<file path="src/rtl/prc_pkg.sv">
package prc_pkg;

    // Publish sequencer states
    typedef enum logic [0:0] {
        ST_ACCUM   = 1'b0,
        ST_PUBLISH = 1'b1
    } prc_state_e;

endpackage

</file>
<file path="src/rtl/prc_sync_edge.sv">
// Synchronizer chain followed by a rising-edge detector.
module prc_sync_edge #(
    parameter int SYNC_STAGES = 2
) (
    input  logic clk,
    input  logic rst,
    input  logic pulse_in,
    output logic rise
);
    // chain_q[SYNC_STAGES-1] is the synchronized level; chain_q[SYNC_STAGES] is its previous sample
    logic [SYNC_STAGES:0] chain_q;

    always_ff @(posedge clk) begin
        if (rst) begin
            chain_q <= '0;
        end else begin
            chain_q <= {chain_q[SYNC_STAGES-1:0], pulse_in};
        end
    end

    assign rise = chain_q[SYNC_STAGES-1] & ~chain_q[SYNC_STAGES];

endmodule

</file>
<file path="src/rtl/prc_tick.sv">
// One-second divider: asserts tick once every TICKS_PER_SEC cycles.
module prc_tick #(
    parameter int TICKS_PER_SEC = 1000
) (
    input  logic clk,
    input  logic rst,
    output logic tick
);
    localparam int DIV_W = (TICKS_PER_SEC > 1) ? $clog2(TICKS_PER_SEC) : 1;
    localparam logic [DIV_W-1:0] LAST = DIV_W'(TICKS_PER_SEC - 1);

    logic [DIV_W-1:0] div_q;

    assign tick = (div_q == LAST);

    always_ff @(posedge clk) begin
        if (rst) begin
            div_q <= '0;
        end else if (tick) begin
            div_q <= '0;
        end else begin
            div_q <= div_q + 1'b1;
        end
    end

endmodule

</file>
<file path="src/rtl/prc_live_count.sv">
// Saturating count of edges in the current second.
module prc_live_count #(
    parameter int CNT_W = 16
) (
    input  logic             clk,
    input  logic             rst,
    input  logic             rise,
    input  logic             tick,
    output logic [CNT_W-1:0] done_count
);
    localparam logic [CNT_W-1:0] CNT_MAX = {CNT_W{1'b1}};

    logic [CNT_W-1:0] count_q;

    // Value handed over at the boundary excludes an edge in that same cycle
    assign done_count = count_q;

    always_ff @(posedge clk) begin
        if (rst) begin
            count_q <= '0;
        end else if (tick) begin
            count_q <= rise ? CNT_W'(1) : '0;
        end else if (rise && (count_q != CNT_MAX)) begin
            count_q <= count_q + 1'b1;
        end
    end

endmodule

</file>
<file path="src/rtl/prc_window.sv">
// Ring of per-second counts, running sum and publish sequencer.
module prc_window
    import prc_pkg::*;
#(
    parameter int CNT_W = 16,
    parameter int SLOTS = 60
) (
    input  logic             clk,
    input  logic             rst,
    input  logic             tick,
    input  logic [CNT_W-1:0] sec_in,
    output logic [CNT_W-1:0] sec_count,
    output logic [CNT_W-1:0] min_count,
    output logic             update_stb
);
    localparam int PTR_W = (SLOTS > 1) ? $clog2(SLOTS) : 1;
    localparam int SUM_W = CNT_W + $clog2(SLOTS + 1);
    localparam logic [SUM_W-1:0] SUM_SAT  = SUM_W'({CNT_W{1'b1}});
    localparam logic [PTR_W-1:0] PTR_LAST = PTR_W'(SLOTS - 1);

    prc_state_e state_q, state_d;

    logic [CNT_W-1:0] ring_q [SLOTS];
    logic [PTR_W-1:0] wptr_q;
    logic [SUM_W-1:0] sum_q;
    logic [CNT_W-1:0] hold_q;
    logic [CNT_W-1:0] old_val;
    logic [SUM_W-1:0] sum_next;
    logic [CNT_W-1:0] min_next;

    assign old_val  = ring_q[wptr_q];
    assign sum_next = sum_q + SUM_W'(hold_q) - SUM_W'(old_val);
    assign min_next = (sum_next > SUM_SAT) ? {CNT_W{1'b1}} : sum_next[CNT_W-1:0];

    // State register
    always_ff @(posedge clk) begin
        if (rst) begin
            state_q <= ST_ACCUM;
        end else begin
            state_q <= state_d;
        end
    end

    // Transitions: T_TICK (ST_ACCUM -> ST_PUBLISH), T_DONE (ST_PUBLISH -> ST_ACCUM)
    always_comb begin
        state_d = state_q;
        unique case (state_q)
            ST_ACCUM:   if (tick) state_d = ST_PUBLISH;
            ST_PUBLISH: state_d = ST_ACCUM;
            default:    state_d = ST_ACCUM;
        endcase
    end

    // Datapath and outputs
    always_ff @(posedge clk) begin
        if (rst) begin
            for (int i = 0; i < SLOTS; i++) begin
                ring_q[i] <= '0;
            end
            wptr_q     <= '0;
            sum_q      <= '0;
            hold_q     <= '0;
            sec_count  <= '0;
            min_count  <= '0;
            update_stb <= 1'b0;
        end else begin
            unique case (state_q)
                ST_ACCUM: begin
                    update_stb <= 1'b0;
                    if (tick) begin
                        hold_q <= sec_in;
                    end
                end
                ST_PUBLISH: begin
                    ring_q[wptr_q] <= hold_q;
                    wptr_q         <= (wptr_q == PTR_LAST) ? '0 : wptr_q + 1'b1;
                    sum_q          <= sum_next;
                    sec_count      <= hold_q;
                    min_count      <= min_next;
                    update_stb     <= 1'b1;
                end
                default: update_stb <= 1'b0;
            endcase
        end
    end

endmodule

</file>
<file path="src/rtl/pulse_rate_counter.sv">
// Top: pulse rate over the last second and over a sliding window of seconds.
module pulse_rate_counter #(
    parameter int CNT_W         = 16,
    parameter int TICKS_PER_SEC = 1000,
    parameter int SLOTS         = 60,
    parameter int SYNC_STAGES   = 2
) (
    input  logic             clk,
    input  logic             rst,
    input  logic             pulse_in,
    output logic [CNT_W-1:0] sec_count,
    output logic [CNT_W-1:0] min_count,
    output logic             update_stb
);
    logic             rise;
    logic             tick;
    logic [CNT_W-1:0] done_count;

    prc_sync_edge #(.SYNC_STAGES(SYNC_STAGES)) u_sync (
        .clk      (clk),
        .rst      (rst),
        .pulse_in (pulse_in),
        .rise     (rise)
    );

    prc_tick #(.TICKS_PER_SEC(TICKS_PER_SEC)) u_tick (
        .clk  (clk),
        .rst  (rst),
        .tick (tick)
    );

    prc_live_count #(.CNT_W(CNT_W)) u_live (
        .clk        (clk),
        .rst        (rst),
        .rise       (rise),
        .tick       (tick),
        .done_count (done_count)
    );

    prc_window #(.CNT_W(CNT_W), .SLOTS(SLOTS)) u_window (
        .clk        (clk),
        .rst        (rst),
        .tick       (tick),
        .sec_in     (done_count),
        .sec_count  (sec_count),
        .min_count  (min_count),
        .update_stb (update_stb)
    );

endmodule

</file>
<file path="config.mk">
export PLATFORM = sky130hd
export DESIGN_NAME = pulse_rate_counter
export DESIGN_NICKNAME = d
export VERILOG_FILES = /design/src/rtl/prc_pkg.sv /design/src/rtl/prc_sync_edge.sv /design/src/rtl/prc_tick.sv /design/src/rtl/prc_live_count.sv /design/src/rtl/prc_window.sv /design/src/rtl/pulse_rate_counter.sv
export SDC_FILE = /design/constraint.sdc
export NUM_CORES = 2
export LEC_CHECK = 0
export BUFFER_PORTS_ARGS = -buffer_cell sky130_fd_sc_hd__buf_2
export CAP_MARGIN = 15
export CORE_ASPECT_RATIO = 0.8
export CORE_MARGIN = 10
export CORE_UTILIZATION = 60
export DETAILED_ROUTE_END_ITERATION = 10
export PLACE_DENSITY = 0.88
export SLEW_MARGIN = 20
export SYNTH_ARGS = -nofsm -noshare
export SYNTH_HDL_FRONTEND = slang
export SYNTH_SLANG_ARGS = --single-unit
</file>
<file path="constraint.sdc">
create_clock -name clk -period 6.18 [get_ports clk]
set_input_delay 0.927 -clock clk [delete_from_list [all_inputs] [get_ports clk]]
set_output_delay 0.927 -clock clk [all_outputs]
set_load 0.02 [all_outputs]
</file>
==> out/qor.txt <==
STA
------------------------------------------------------------------------------------
Fin Clk Skew                                                                 35.5 ps
Highest attainable clock frequency                                           172 MHz
Total negative slack for setup checks                                           0 ps
RSZ-0062 raised after global routing                                           false
Worst Hold Margin                                                             440 ps
Fin worst setup slack                                                         369 ps
Transition time of the tightest slew-check pin                               1070 ps
Fin crit period                                                              5810 ps
Rel. slew slack                                                                28.3%
Final worst path period share                                                  94.0%
Hold Fails Final Rpt                                                               0
Setup violation total in the final timing report                                   0
Total count of max-transition violations in the final report                       0

PLACED DESIGN
------------------------------------------------------------------------------------
Cell total after placement                                                      4387
Count of port buffers added during placement                                      35
Routability congestion estimate                                                0.918
Placed wire-length estimate                                                 85500 um
Pre-CTS worst setup slack                                                     250 ps

SETUP PATH
------------------------------------------------------------------------------------
Required time at the worst-slack endpoint                                    6690 ps
Number of cells on the worst reg-to-reg path                                      17
Chain of cells forming the critical path                                buf_12 -> buf_12 -> buf_12 -> mux4_2 -> mux4_2 -> mux4_2 -> fa_1 -> inv_1 -> ha_1 -> a211oi_1 -> o21ai_1 -> o2111ai_1 -> nand3_1 -> xor2_1 -> a311o_1 -> and4bb_2 -> a311oi_1
Kind of critical path                                                     reg -> reg
Setup slack of the most critical reg-to-reg path                              370 ps
Destination of the worst register-to-register timing path               u_window.min_count[8]$_SDFFE_PP0P_
Critical Path Fanout Max                                                          18
Endpoint arrival time on the critical path                                   6320 ps
WP buf/inv                                                                         4
Cell family with the largest share of critical-path delay               multiplexers
Slowest CP cell                                                         sky130_fd_sc_hd__mux4_2
Critical Path Sink Type                                                     register
Launching element type of the critical path                                 register
Worst stage delay on the critical path                                        590 ps

FLOORPLANNING
------------------------------------------------------------------------------------
Die boundary width                                                            347 um
Site Rows                                                                         95
Vertical extent of the die                                                    282 um
Full die area                                                             97800 um^2
Core region area                                                          84400 um^2
Initial Utilization                                                            60.9%
Number of I/O pins                                                                36

SYNTH
------------------------------------------------------------------------------------
Summed instance area of the synthesized netlist                           51400 um^2
Warnings from Yosys                                                                0
Average cell area after synthesis                                          14.6 um^2
Number of unique standard cell types used by synthesis                            70
Sequential fraction of the synthesis area                                      64.3%
Share of the synthesized area in the top cell type                             59.8%
Syn Nets                                                                        3568
Dominant cell by count in the synthesized netlist                       sky130_fd_sc_hd__edfxtp_1
Top area cells in the synthesized netlist                               sky130_fd_sc_hd__edfxtp_1 (60%), sky130_fd_sc_hd__mux4_2 (15%), sky130_fd_sc_hd__nor3_1 (8.2%)
Most common library cells after synthesis                               sky130_fd_sc_hd__edfxtp_1 (1024), sky130_fd_sc_hd__nor3_1 (845), sky130_fd_sc_hd__mux4_2 (336)
Synthesized instance count                                                      3524
Synth Flop Type                                                         sky130_fd_sc_hd__edfxtp_1
#FFs+latches synth                                                              1137
EDFF count, synth                                                               1024
Share of flip-flops with an asynchronous set or reset after synthesis             0%
Library cell with the largest summed area after synthesis               sky130_fd_sc_hd__edfxtp_1

WORST HOLD PATH
------------------------------------------------------------------------------------
Startpoint of the worst hold path                                       u_sync.chain_q[0]$_SDFF_PP0_
Worst min-delay path class                                                reg -> reg
Hold worst-path end                                                     u_sync.chain_q[1]$_SDFF_PP0_
Worst hold stages                                                                  1

CTS
------------------------------------------------------------------------------------
Total CTS buffers                                                                102
Quantity of hold-fixing buffers added after cts                                    0
Clock transition at the registers of the reported paths                        70 ps
TritonCTS clock tree                                                           built
Maximum buffer depth of the clock tree                                             3
Clock insertion delay at the later pin of the skew report                     710 ps
H-tree levels                                                                      3
Clock sink count                                                                1137
Cell chosen for the clock root                                          sky130_fd_sc_hd__clkbuf_16

RUN STATUS
------------------------------------------------------------------------------------
Status                                                                  finished clean

FINISH
------------------------------------------------------------------------------------
Share of layout cells above drive strength 1                                   22.0%
Post-route non-filler standard cell count                                       4579
Total number of nets in the final design                                        3424
Number of inserted diodes                                                          0
Area Growth Syn to Fin                                                         8.87%

GLOBAL ROUTE
------------------------------------------------------------------------------------
Number of global-route vias before repair                                      32898
Overall track demand over capacity in global routing                           29.9%
Number of antenna violations at the first check in global routing                 11
Total congestion overflow after global routing                                     0
Largest net degree at the start of global routing                                 91
Global-route wire length before repair                                     218000 um

DRT
------------------------------------------------------------------------------------
Via density per instance                                                        7.35
Via Count                                                                      33640
Drt first-iter violations                                                       6322
TritonRoute pass-1 iters                                                           8
Total Routed Length                                                        148000 um
Drc violations                                                                     0
Count of nets left with antenna violations after detail routing                    0
Final routed wire length divided by cell count                               32.3 um

RUN
------------------------------------------------------------------------------------
Max_cap viols                                                                      0

POWER
------------------------------------------------------------------------------------
Static power due to leakage                                                  17.2 nW
Ratio of total power to cell area                                        282 nW/um^2
Overall Power                                                                15.8 mW
IR Drop Worst-Case VDD                                                      0.243 mV

cells in the final DEF (no fill, tap or decap), drive strengths merged, types with 4 or more instances in the layout:
| cell | synthesis | layout |
|---|---|---|
| dfxtp | 113 | 113 |
| nand2b | 5 | 5 |
| or3 | 6 | 6 |
| a21oi | 44 | 44 |
| nor3 | 845 | 845 |
| o211ai | 6 | 6 |
| nor2 | 153 | 153 |
| ha | 25 | 25 |
| and3 | 6 | 6 |
| a211oi | 11 | 11 |
| nand3 | 15 | 15 |
| buf | 83 | 163 |
| nand2 | 86 | 86 |
| mux4 | 336 | 336 |
| a22o | 4 | 4 |
| xor2 | 24 | 24 |
| nor2b | 13 | 13 |
| bufinv | 0 | 14 |
| xnor2 | 19 | 19 |
| edfxtp | 1024 | 1024 |
| mux2i | 25 | 25 |
| clkinvlp | 0 | 4 |
| a311oi | 9 | 9 |
| or2 | 64 | 64 |
| nand4 | 11 | 11 |
| clkbuf | 327 | 128 |
| inv | 58 | 77 |
| a21o | 4 | 4 |
| o21ai | 15 | 15 |
| fa | 16 | 16 |
| and2 | 124 | 124 |
| clkinv | 14 | 37 |
how the worst max path moves through the flow:
stage / start / to / slack (ps) / cells past startpoint
finish: register / u_window.min_count[8]$_SDFFE_PP0P_ / 370 / 17
global route: register / u_window.min_count[4]$_SDFFE_PP0P_ / 170 / 17
CTS: register / u_window.min_count[1]$_SDFFE_PP0P_ / 190 / 16
detailed placement: register / u_window.min_count[3]$_SDFFE_PP0P_ / 250 / 15
global placement: register / u_window.min_count[10]$_SDFFE_PP0P_ / 340 / 17
floorplan: register / u_window.min_count[12]$_SDFFE_PP0P_ / 1080 / 20
flip-flops by register name (all words and copies together), names as in the netlist, named ones only:
register,count
u_window.sec_count,16
u_window.hold_q,16
u_window.update_stb,1
u_sync.chain_q,3
u_tick.div_q,10
u_window.state_q,1
u_window.ring_q,1024
u_window.sum_q,22
u_window.min_count,16
u_live.done_count,16
u_window.wptr_q,6
per-stage QoR:
step / area, um^2 / utilization (%)
finish: 55900 / 66.3
global route: 55900 / 66.3
CTS: 55900 / 66.2
detailed placement: 52500 / 62.2
global placement: 52500 / 62.2
floorplan: 51400 / -
kinds of logic (layout without fill, tap and decap cells):
kind of cell    count (synthesis)  count (layout)  share of synthesized area [%]
compound gates                120             120                           1.61
xor+xnor                       43              43                          0.733
fa+ha+maj                      41              41                           1.23
buf+inv                       483             423                           3.86
flops                        1137            1137                           64.3
mux                           361             361                           15.2
simple gates                 1339            1339                           13.1
power by group:
| group | internal, mW | switching (mW) | leakage, nW |
|---|---|---|---|
| Combinational | 0.153 | 0.301 | 4.63 |
| Sequential | 8.62 | 0.108 | 10.9 |
| Clock | 3.70 | 2.89 | 1.66 |
| Total | 12.5 | 3.30 | 17.2 |
final cells by class:
cell class | count | area (um^2)
multi-input combinational | 1904 | 16500
sequential | 1137 | 33000
tap | 1115 | 1400
clock buffer | 128 | 2720
timing repair buffer | 163 | 1390
clock inverter | 60 | 666
inverter | 72 | 270
fill | 5381 | 28500
per-layer routing:
| metal | global-route usage (%) | up-vias | wire (um) |
|---|---|---|---|
| met2 | 44.8 | 3386 | 66300 |
| met1 | 39.3 | 16398 | 48300 |
| li1 | - | 13235 | - |
| met4 | 14.8 | 18 | 8170 |
| met3 | 10.1 | 603 | 24900 |
| met5 | 0 | - | 126 |
what timing repair did:
action                                  CTS  global route
resized for setup                         0             1
buffers inserted                          0             4
endpoints found under the setup margin    0            16
Note: power is estimated with default switching activity, not from simulation.
